File: src/rtl/bbc_pkg.sv
// Package for the bus break comparator.
// Holds the access size encoding and the select decoding helper.
// Assumes two-bit select fields: bit 0 gates the "first" case, bit 1 the other.
package bbc_pkg;

    typedef enum logic [1:0] {
        SZ_BYTE = 2'b00,
        SZ_WORD = 2'b01,
        SZ_LONG = 2'b10,
        SZ_RSVD = 2'b11
    } size_e;

    // Returns 1 when the select field allows the observed case.
    function automatic logic sel_allows(input logic [1:0] sel, input logic second_case);
        return second_case ? sel[1] : sel[0];
    endfunction

endpackage

File: src/rtl/bbc_addr_cmp.sv
// Size-aware address comparator.
// Drops the address bits below the access width before comparing, so a
// narrow programmed address hits any wider access that covers it.
// Assumes ADDR_W >= 2. The reserved size code never matches.
module bbc_addr_cmp #(
    parameter int ADDR_W = 32
) (
    input  logic [ADDR_W-1:0] bus_addr,
    input  logic [ADDR_W-1:0] cfg_addr,
    input  logic [1:0]        size,
    output logic              hit
);
    import bbc_pkg::*;

    localparam int LOW_W = 2;

    logic [ADDR_W-1:0] keep_mask;
    logic [ADDR_W-1:0] diff;
    logic              size_ok;

    // Build the mask of address bits that take part for this access size.
    always_comb begin
        keep_mask = '1;
        size_ok   = 1'b1;
        unique case (size_e'(size))
            SZ_BYTE: keep_mask = '1;
            SZ_WORD: keep_mask[0] = 1'b0;
            SZ_LONG: keep_mask[LOW_W-1:0] = '0;
            default: size_ok = 1'b0;
        endcase
    end

    // Compare only the kept bits.
    always_comb begin
        diff = (bus_addr ^ cfg_addr) & keep_mask;
        hit  = size_ok && (diff == '0);
    end

endmodule

File: src/rtl/bbc_cond_chk.sv
// Cycle kind and direction filter.
// Checks that the select fields allow the current cycle's kind (fetch/data)
// and direction (read/write). Code 00 in either field blocks every cycle.
module bbc_cond_chk (
    input  logic [1:0] kind_sel,
    input  logic [1:0] dir_sel,
    input  logic       is_fetch,
    input  logic       is_write,
    output logic       ok
);
    import bbc_pkg::*;

    logic kind_ok;
    logic dir_ok;

    // Kind: bit 0 fetch, bit 1 data. Direction: bit 0 read, bit 1 write.
    always_comb begin
        kind_ok = sel_allows(kind_sel, !is_fetch);
        dir_ok  = sel_allows(dir_sel, is_write);
        ok      = kind_ok && dir_ok;
    end

endmodule

File: src/rtl/bbc_data_cmp.sv
// Masked data comparator.
// Compares bus data to a target on data cycles. A mask bit of 1 excludes
// that bit. Fetch cycles always pass, because the data condition does not
// apply to them.
module bbc_data_cmp #(
    parameter int DATA_W = 32
) (
    input  logic [DATA_W-1:0] bus_data,
    input  logic [DATA_W-1:0] cfg_data,
    input  logic [DATA_W-1:0] cfg_mask,
    input  logic              is_fetch,
    output logic              ok
);
    logic [DATA_W-1:0] diff;

    // Reduce the masked difference; bypass it on fetch cycles.
    always_comb begin
        diff = (bus_data ^ cfg_data) & ~cfg_mask;
        ok   = is_fetch || (diff == '0);
    end

endmodule

File: src/rtl/bbc_channel.sv
// One break channel: address, condition and optional data compare,
// plus the sticky match flag.
// HAS_DATA selects whether the masked data compare is built.
// The flag sets on a valid hit and clears on a clear pulse; a hit wins
// over a clear on the same edge.
module bbc_channel #(
    parameter int ADDR_W   = 32,
    parameter int DATA_W   = 32,
    parameter bit HAS_DATA = 1'b0
) (
    input  logic              clk,
    input  logic              rst_n,
    input  logic              bus_valid,
    input  logic [ADDR_W-1:0] bus_addr,
    input  logic [DATA_W-1:0] bus_data,
    input  logic [1:0]        bus_size,
    input  logic              bus_write,
    input  logic              bus_fetch,
    input  logic              en,
    input  logic [ADDR_W-1:0] cfg_addr,
    input  logic [1:0]        kind_sel,
    input  logic [1:0]        dir_sel,
    input  logic [DATA_W-1:0] cfg_data,
    input  logic [DATA_W-1:0] cfg_mask,
    input  logic              clr,
    output logic              flag
);
    logic addr_ok;
    logic cond_ok;
    logic data_ok;
    logic hit_now;

    bbc_addr_cmp #(.ADDR_W(ADDR_W)) u_addr (
        .bus_addr (bus_addr),
        .cfg_addr (cfg_addr),
        .size     (bus_size),
        .hit      (addr_ok)
    );

    bbc_cond_chk u_cond (
        .kind_sel (kind_sel),
        .dir_sel  (dir_sel),
        .is_fetch (bus_fetch),
        .is_write (bus_write),
        .ok       (cond_ok)
    );

    generate
        if (HAS_DATA) begin : g_data
            bbc_data_cmp #(.DATA_W(DATA_W)) u_data (
                .bus_data (bus_data),
                .cfg_data (cfg_data),
                .cfg_mask (cfg_mask),
                .is_fetch (bus_fetch),
                .ok       (data_ok)
            );
        end else begin : g_nodata
            logic unused_data;
            assign unused_data = ^{bus_data, cfg_data, cfg_mask};
            assign data_ok     = 1'b1;
        end
    endgenerate

    // Combine every enabled condition for this cycle.
    always_comb begin
        hit_now = bus_valid && en && addr_ok && cond_ok && data_ok;
    end

    // Sticky flag: set on hit, cleared by pulse, hit has priority.
    always_ff @(posedge clk) begin
        if (!rst_n) begin
            flag <= 1'b0;
        end else if (hit_now) begin
            flag <= 1'b1;
        end else if (clr) begin
            flag <= 1'b0;
        end
    end

endmodule

File: src/rtl/bbc_top.sv
// Bus break comparator top.
// Two channels watch the same bus. Channel A compares address and cycle
// attributes only. Channel B also compares masked data on data cycles.
// The break request is the OR of the two sticky flags. Configuration
// inputs are expected to be stable while cycles are being compared.
module bbc_top #(
    parameter int ADDR_W = 32,
    parameter int DATA_W = 32
) (
    input  logic              clk,
    input  logic              rst_n,
    input  logic              bus_valid,
    input  logic [ADDR_W-1:0] bus_addr,
    input  logic [DATA_W-1:0] bus_data,
    input  logic [1:0]        bus_size,
    input  logic              bus_write,
    input  logic              bus_fetch,
    input  logic              a_en,
    input  logic [ADDR_W-1:0] a_addr,
    input  logic [1:0]        a_kind_sel,
    input  logic [1:0]        a_dir_sel,
    input  logic              a_clr,
    input  logic              b_en,
    input  logic [ADDR_W-1:0] b_addr,
    input  logic [1:0]        b_kind_sel,
    input  logic [1:0]        b_dir_sel,
    input  logic [DATA_W-1:0] b_data,
    input  logic [DATA_W-1:0] b_dmask,
    input  logic              b_clr,
    output logic              a_hit,
    output logic              b_hit,
    output logic              brk_req
);
    localparam int NUM_CH = 2;

    logic [NUM_CH-1:0] flags;

    bbc_channel #(.ADDR_W(ADDR_W), .DATA_W(DATA_W), .HAS_DATA(1'b0)) u_ch_a (
        .clk       (clk),
        .rst_n     (rst_n),
        .bus_valid (bus_valid),
        .bus_addr  (bus_addr),
        .bus_data  (bus_data),
        .bus_size  (bus_size),
        .bus_write (bus_write),
        .bus_fetch (bus_fetch),
        .en        (a_en),
        .cfg_addr  (a_addr),
        .kind_sel  (a_kind_sel),
        .dir_sel   (a_dir_sel),
        .cfg_data  ('0),
        .cfg_mask  ('1),
        .clr       (a_clr),
        .flag      (flags[0])
    );

    bbc_channel #(.ADDR_W(ADDR_W), .DATA_W(DATA_W), .HAS_DATA(1'b1)) u_ch_b (
        .clk       (clk),
        .rst_n     (rst_n),
        .bus_valid (bus_valid),
        .bus_addr  (bus_addr),
        .bus_data  (bus_data),
        .bus_size  (bus_size),
        .bus_write (bus_write),
        .bus_fetch (bus_fetch),
        .en        (b_en),
        .cfg_addr  (b_addr),
        .kind_sel  (b_kind_sel),
        .dir_sel   (b_dir_sel),
        .cfg_data  (b_data),
        .cfg_mask  (b_dmask),
        .clr       (b_clr),
        .flag      (flags[1])
    );

    // Drive the outputs from the channel flags.
    always_comb begin
        a_hit   = flags[0];
        b_hit   = flags[1];
        brk_req = |flags;
    end

endmodule

File: config.mk
export PLATFORM = sky130hd
export DESIGN_NAME = bbc_top
export DESIGN_NICKNAME = d
export VERILOG_FILES = /design/src/rtl/bbc_pkg.sv /design/src/rtl/bbc_addr_cmp.sv /design/src/rtl/bbc_cond_chk.sv /design/src/rtl/bbc_data_cmp.sv /design/src/rtl/bbc_channel.sv /design/src/rtl/bbc_top.sv
export SDC_FILE = /design/constraint.sdc
export NUM_CORES = 1
export LEC_CHECK = 0
export ABC_AREA = 1
export BUFFER_PORTS_ARGS = -buffer_cell sky130_fd_sc_hd__buf_2
export CORE_MARGIN = 5
export CORE_UTILIZATION = 41
export CTS_CLUSTER_DIAMETER = 80
export DETAILED_ROUTE_END_ITERATION = 12
export GPL_TIMING_DRIVEN = 0
export PLACE_DENSITY = 0.91
export SETUP_SLACK_MARGIN = 0.3
export SLEW_MARGIN = 15
export SYNTH_ARGS = -nofsm -noshare
export SYNTH_HDL_FRONTEND = slang
export SYNTH_HIERARCHICAL = 1
export SYNTH_SLANG_ARGS = --single-unit
File: constraint.sdc
create_clock -name clk -period 2.5 [get_ports clk]
set_input_delay 0.125 -clock clk [delete_from_list [all_inputs] [get_ports clk]]
set_output_delay 0.125 -clock clk [all_outputs]
set_load 0.02 [all_outputs]
# Word-level counts from Yosys, hierarchy flattened
# Index checks and enable logic that the tools add are counted.
[op_classes]
n_eq_ne = 2
n_mux = 11
bitwise = 7
n_reduce_logical = 21
[ops]
columns = ["cell", "count"]
rows = [
  ["AND 32 bit", 3],
  ["zero test 32 bit", 3],
  ["XOR 32 bit", 3],
  ["inverter 32 bit", 1],
  ["logical AND 1 bit", 11],
  ["2-to-1 mux 1 bit", 11],
  ["nonzero test 2 bit", 2],
  ["OR reduction 2 bit", 2],
  ["OR reduction 3 bit", 1],
  ["equality test 2 x 1 -> 1 bit, second input constant", 1],
  ["equality test 2 bit, second input constant", 1],
  ["zero test 2 bit", 1],
  ["logical OR 1 bit", 1],
]
[totals]
ff_bits = 2
inputBits = 211
output_inout_bits = 3
word_cells = 43

# Depth between registers and ports, before layout
# Gate-level depths: netlist of the first run.
[depth]
depth_word = 10
depth_mapped = 13
ltp_nobuf = 13

# Hierarchy
# Netlist of the first run, hierarchy kept.
[by_module_without_submodules]
columns = ["module", "n_inst", "cells_per_inst", "area_per_inst_um2", "seq_area_each_um2"]
rows = [
  ["bbc_addr_cmp", 2, 141, 616.8, 0.0],
  ["bbc_data_cmp", 1, 174, 743.2, 0.0],
  ["bbc_cond_chk", 2, 13, 48.8, 0.0],
  ["bbc_channel (u_ch_b)", 1, 9, 53.8, 20.0],
  ["bbc_channel (u_ch_a)", 1, 9, 50.0, 20.0],
  ["bbc_top", 1, 5, 18.8, 0.0],
]

# Worst setup path before layout of the first run
# OpenSTA, ideal clock, no wires.
[synth_timing]
kind = "input-to-reg"
start = "in bus_size[0]"
end = "reg u_ch_b.flag"
setup_time_ns = 0.064
arrival_ns = 1.028
required_ns = 2.436
slack_ns = 1.408
stages = 11
path_buffers = 0
cell_sequence = "inv_1 -> ha_1 -> nand3_1 -> nand2_1 -> nor2_1 -> nand3_1 -> nor2_2 -> nand3_1 -> nor2_1 -> nor2_1 -> nor2_1"
[synth_between]
elab_chain_cells = 10
elab_cells_between_ends = 16
cone_classes = "eq/ne: 2; mux: 4; bitwise: 1; reduce/logical: 9"
[synth_rtl]
columns = ["item", "line", "source"]
rows = [
  ["start: declaration", "bbc_top.sv:15", "input logic [1:0] bus_size,"],
  ["equality test 2 bit or equality test 2 x 1 -> 1 bit (tied branches)", "bbc_addr_cmp.sv:25", "unique case (size_e'(size))"],
  ["OR reduction 2 bit (no source line)", "-", ""],
  ["2-to-1 mux 1 bit", "bbc_addr_cmp.sv:25", ""],
  ["AND 32 bit", "bbc_addr_cmp.sv:35", "diff = (bus_addr ^ cfg_addr) & keep_mask;"],
  ["zero test 32 bit", "bbc_addr_cmp.sv:36", "hit = size_ok && (diff == '0);"],
  ["logical AND 1 bit *", "bbc_addr_cmp.sv:36", ""],
  ["named net u_ch_b.addr_ok", "bbc_channel.sv:28", "logic addr_ok;"],
  ["logical AND 1 bit * (3 in a row)", "bbc_channel.sv:66", "hit_now = bus_valid && en && addr_ok && cond_ok && data_ok;"],
  ["2-to-1 mux 1 bit or nonzero test 2 bit (tied branches)", "-", ""],
  ["end signal: assignment", "bbc_channel.sv:72", "flag <= 1'b0;"],
  ["end signal: assignment", "bbc_channel.sv:74", "flag <= 1'b1;"],
  ["end signal: assignment", "bbc_channel.sv:76", "flag <= 1'b0;"],
  ["end: declaration", "bbc_channel.sv:26", "output logic flag"],
]
# Mark *: on every way through the listed nets, which the timed path passes. The rest lies on a longest branch.
# A chain may end at the register's enable or synchronous reset.

# Final worst setup path of the first run
# Ends and elaborated chain as after synthesis.

==> results of run 1 <==
## where the power goes
group           switching (mW)  total, mW  leakage [nW]  internal (mW)
combinational            0.219      0.446          2.40          0.227
sequential     0.0000000000164     0.0322        0.0161         0.0322
clock                   0.0253      0.127        0.0216          0.102
total                    0.244      0.605          2.44          0.361
## through the flow
step                      cells  area, µm²  utilization
final                       789       3380        0.658
after global routing        789       3380        0.658
after CTS                   789       3380        0.658
after detailed placement    786       3340        0.650
after global placement      786       3340        0.650
after floorplan             503       2190            -
## final cells by class
cell class	count	area, µm²	area share
Tap cell	70	87.6	0.0259
Clock buffer	3	41.3	0.0122
Multi-Input combinational cell	365	1640	0.484
Timing Repair Buffer	213	1070	0.315
Inverter	136	510	0.151
Sequential cell	2	40.0	0.0118
## worst register-to-register path, stage by stage, from the launching register on
cell	delay [ps]
dfxtp_1	330
inv_1	50
nor2_1	80
nor2_1	50
nor2_1	80
## layer usage
metal / share of wire / global-route usage
met1: 0.36 / 0.218
met2: 0.53 / 0.445
met3: 0.095 / 0.0604
met4: 0.017 / 0.0684
met5: 0.0016 / 0
## path summary, 6_finish.rpt
check	startpoint	depth (start not counted)	end	slack, ps
setup / recovery	bus_size[0]	12	u_ch_b/flag	1360
hold / removal	rst_n	3	u_ch_a/flag	150
setup reg to reg	u_ch_a/flag	4	u_ch_a/flag	1850
hold reg to reg	u_ch_a/flag	4	u_ch_a/flag	570
## state kept, by name, indices dropped and copies added, names as in the netlist
signal,count
u_ch_a/flag,1
u_ch_b/flag,1
==> results.yml, run 1 <==
setup_path:
  crit_top_cell: "nor2_1"
  cp.arrival_ps: 1290
  cp_top_family: "simple AND/OR/NAND/NOR gates"
  critPathRequiredTime_ps: 2650
  crit_buf_inv: 2
  path_class: "in2reg"
  path_cells: "buf_2 > inv_1 > ha_1 > nand3_1 > nand2_1 > nor2_1 > nand3_1 > nor2_2 > nand3_1 > nor2_1 > nor2_1 > nor2_1"
  critPathMaxStageDelay_ps: 280
  cp-end-kind: "register"
  worstSetupStartpointType: "primary input"
  path_max_fanout: 4
  slowest_stage: "ha_1"
route:
  avgRoutedWirePerCell_um: 10.4
  viasPerCell: 4.34
  drc: 0
  drtIter0Drc: 80
  vias: 3428
  wirelength_um: 8220
  firstDrtPassIters: 4
  drtAntennaViolNets: 0
yosys:
  syn_area_per_cell_um2: 4.35
  synthCells: 503
  netlist_area_um2: 2190
  synth_nets: 718
  yosys_warnings: 6
timing:
  fin_crit_sh: 0.458
  fin_ws_ps: 1360
  period_minus_slack_ps: 1140
  setup_viol: 0
  max_freq_mhz: 874
  hold_viol_final: 0
  worst_pin_slew_ps: 182
  slew_viol_final: 0
  slew_headroom: 0.878
  rsz0062_at_grt: "false"
  skew_ps: 0
  holdWs_ps: 147
  tns_ps: 0
placed_design:
  gp_congestion: 0.901
  io_buffers: 213
  dpl.hpwl_um: 7630
  post-place-ws_ps: 1100
clocking:
  post_cts_resize_count: 0
  cts.sinks: 2
  htree_levels: 1
  clk_pin_slew_ps: 30
  clk_latency_ps: 210
  hold_buffers: 0
  post-cts-setup-buffers: 0
  cts_root_buf: "clkbuf_8"
  clk_path_buf_depth: 2
  cts_made_buffers: 3
  tritoncts: "done"
global_routing:
  first_global_vias: 3379
  track_usage: 0.222
  overflow: 0
  grt_max_degree: 6
  grt_pass1_wl_um: 13200
  antenna_found_initial: 1
layout:
  layout.nets: 936
  nFillCells: 524
  layout_commonest_cell: "buf_2"
  syn2layout_area_growth_pct: 54.6
  final_cell_mix: "buf_2, nand2_1, inv_1, nor2_1, nand3_1"
  drive_above_1_share: 0.310
  diodes: 0
floorplanning:
  io_pins: 214
  dieHeight_um: 83.1
  die_w_um: 83.1
  core_region_area_um2: 5140
  std_cell_rows: 26
  start_util: 0.426
  dieArea_um2: 6900
hold_path:
  hold_path.class: "in2reg"
power:
  p_total_mw: 0.605
  power.leakage_nw: 2.44
  vdd.ir_drop.worst_uv: 107
  powerDensity_nw_per_um2: 179
outcome:
  status: "finished, final reports clean"
job:
  maxCapViolCount: 0
(Power assumes the default switching activity.)
==> run 2, diff against run 1 <==
CORE_UTILIZATION = 34   (was 41)
PLACE_DENSITY = 0.8   (was 0.91)
clock period = 0.9 ns   (was 2.5 ns; I/O delays follow)
==> run 2 against run 1 <==
  * The flow now finishes with violations (setup timing)
  * Flip-flop and latch count stayed put
  * Sequential share of layout area hardly changed
  * Cell count is 0.89% higher
  * Clock-buffer cell count unchanged
  * First-iteration DRC count decreased by 5.0%
  * Total power grew to 2.9 times the previous value
  * Clock power grew to 2.8 times the previous value
  * Clock skew is the same
  * Critical path type unchanged
  * Largest power group unchanged
==> results.yml, run 2 (same netlist as run 1, synthesis figures left out) <==
outcome:
  status: "complete, but fails checks"
  violations: "setup timing"
floorplanning:
  std_cell_rows: 29
  start_util: 0.347
  io_pins: 214
  die_w_um: 90.3
  dieHeight_um: 90.3
  core_region_area_um2: 6310
  dieArea_um2: 8150
hold_path:
  hold_path.class: "in2reg"
timing:
  hold_viol_final: 0
  tns_ps: -238
  slew_viol_final: 0
  max_freq_mhz: 937
  fin_crit_sh: 1.19
  worst_pin_slew_ps: 200
  period_minus_slack_ps: 1070
  skew_ps: 0
  rsz0062_at_grt: "true"
  fin_ws_ps: -167
  slew_headroom: 0.866
  setup_viol: 2
global_routing:
  grt_pass1_wl_um: 13300
  antenna_found_initial: 0
  track_usage: 0.186
  grt_max_degree: 6
  overflow: 0
  first_global_vias: 3340
clocking:
  clk_path_buf_depth: 2
  tritoncts: "done"
  cts_root_buf: "clkbuf_8"
  cts_made_buffers: 3
  htree_levels: 1
  cts.sinks: 2
  post-cts-setup-buffers: 0
  clk_pin_slew_ps: 30
  clk_latency_ps: 210
placed_design:
  place_inst: 793
  dpl.hpwl_um: 7460
  io_buffers: 213
  post-place-ws_ps: -416
  gp_congestion: 0.882
route:
  vias: 3473
  avgRoutedWirePerCell_um: 10.4
  viasPerCell: 4.36
  firstDrtPassIters: 6
  drtAntennaViolNets: 0
  drtIter0Drc: 76
  drc: 0
  wirelength_um: 8270
layout:
  layout_commonest_cell: "nand2_1"
  layout.nets: 936
  diodes: 0
  nFillCells: 657
  syn2layout_area_growth_pct: 65.3
  drive_above_1_share: 0.348
  fin_cells: 796
  reg_top3: "u_ch_a/flag: 1 flops, u_ch_b/flag: 1 flops"
  finalCoreUtilization: 0.573
  final_cell_mix: "nand2_1, buf_2, inv_1, nor2_1"
setup_path:
  path_class: "in2reg"
  critPathRequiredTime_ps: 1040
  worstSetupStartpointType: "primary input"
  cp.arrival_ps: 1210
  cp-end-kind: "register"
  critPathMaxStageDelay_ps: 210
  cp_top_family: "simple AND/OR/NAND/NOR gates"
  slowest_stage: "ha_4"
  crit_top_cell: "nor2_1"
  crit_buf_inv: 2
  path_max_fanout: 4
  path_cells: "buf_12 > inv_1 > ha_4 > nand3_1 > nand2_1 > nor2_1 > nand3_2 > nor2_2 > nand3_2 > nor2_1 > nor2_1 > nor2_1"
power:
  powerDensity_nw_per_um2: 491
  power.leakage_nw: 2.48
  p_total_mw: 1.78
  vdd.ir_drop.worst_uv: 580
job:
  maxCapViolCount: 0
run 2: cell counts in the layout (fill, tap and decap cells not counted):
No cell type changed its count.
run 2: routing by layer:
metal  track usage  wire [µm]  vias up
met5             0          0        -
met4        0.0285         48        0
met3        0.0400        696        6
met2         0.388       4530      121
met1         0.186       3000     1480
li1              -          -     1866
run 2: worst paths after layout:
path	from	endpoint	slack [ps]	cells after the start
setup / recovery	bus_size[0]	u_ch_b/flag	-170	12
hold / removal	rst_n	u_ch_a/flag	60	3
setup reg to reg	u_ch_b/flag	u_ch_b/flag	200	4
hold reg to reg	u_ch_a/flag	u_ch_a/flag	560	4
run 2: cell type report:
cell class                      count  area, µm²  area share
Clock buffer                        3       41.3      0.0114
Inverter                          136        513       0.142
Multi-Input combinational cell    365       1720       0.476
Sequential cell                     2       41.3      0.0114
Tap cell                           77       96.3      0.0266
Timing Repair Buffer              213       1200       0.332
run 2: report_power, final:
part / internal, mW / switching, mW
Clock: 0.283 / 0.0689
Sequential: 0.0894 / 0.0000000000714
Combinational: 0.703 / 0.633
run 2: timing repair:
item                                    CTS  global route
pin swaps                                17            41
hold buffers                              0             0
resized for setup                        18            45
endpoints found under the setup margin    5             5
run 2: stage by stage:
stage               cell area, µm²  hold WS [ps]
finish                        3620          58.1
floorplan                     2200           145
global route                  3620          67.0
global placement              3370           266
CTS                           3480          62.2
detailed placement            3370           276
run 2: worst register-to-register path: cells and delay by family, from the launching register on:
family,cells,cell delay (ps)
buffers and inverters,1,70
AND/OR/NAND/NOR,3,210
flip-flops,1,360
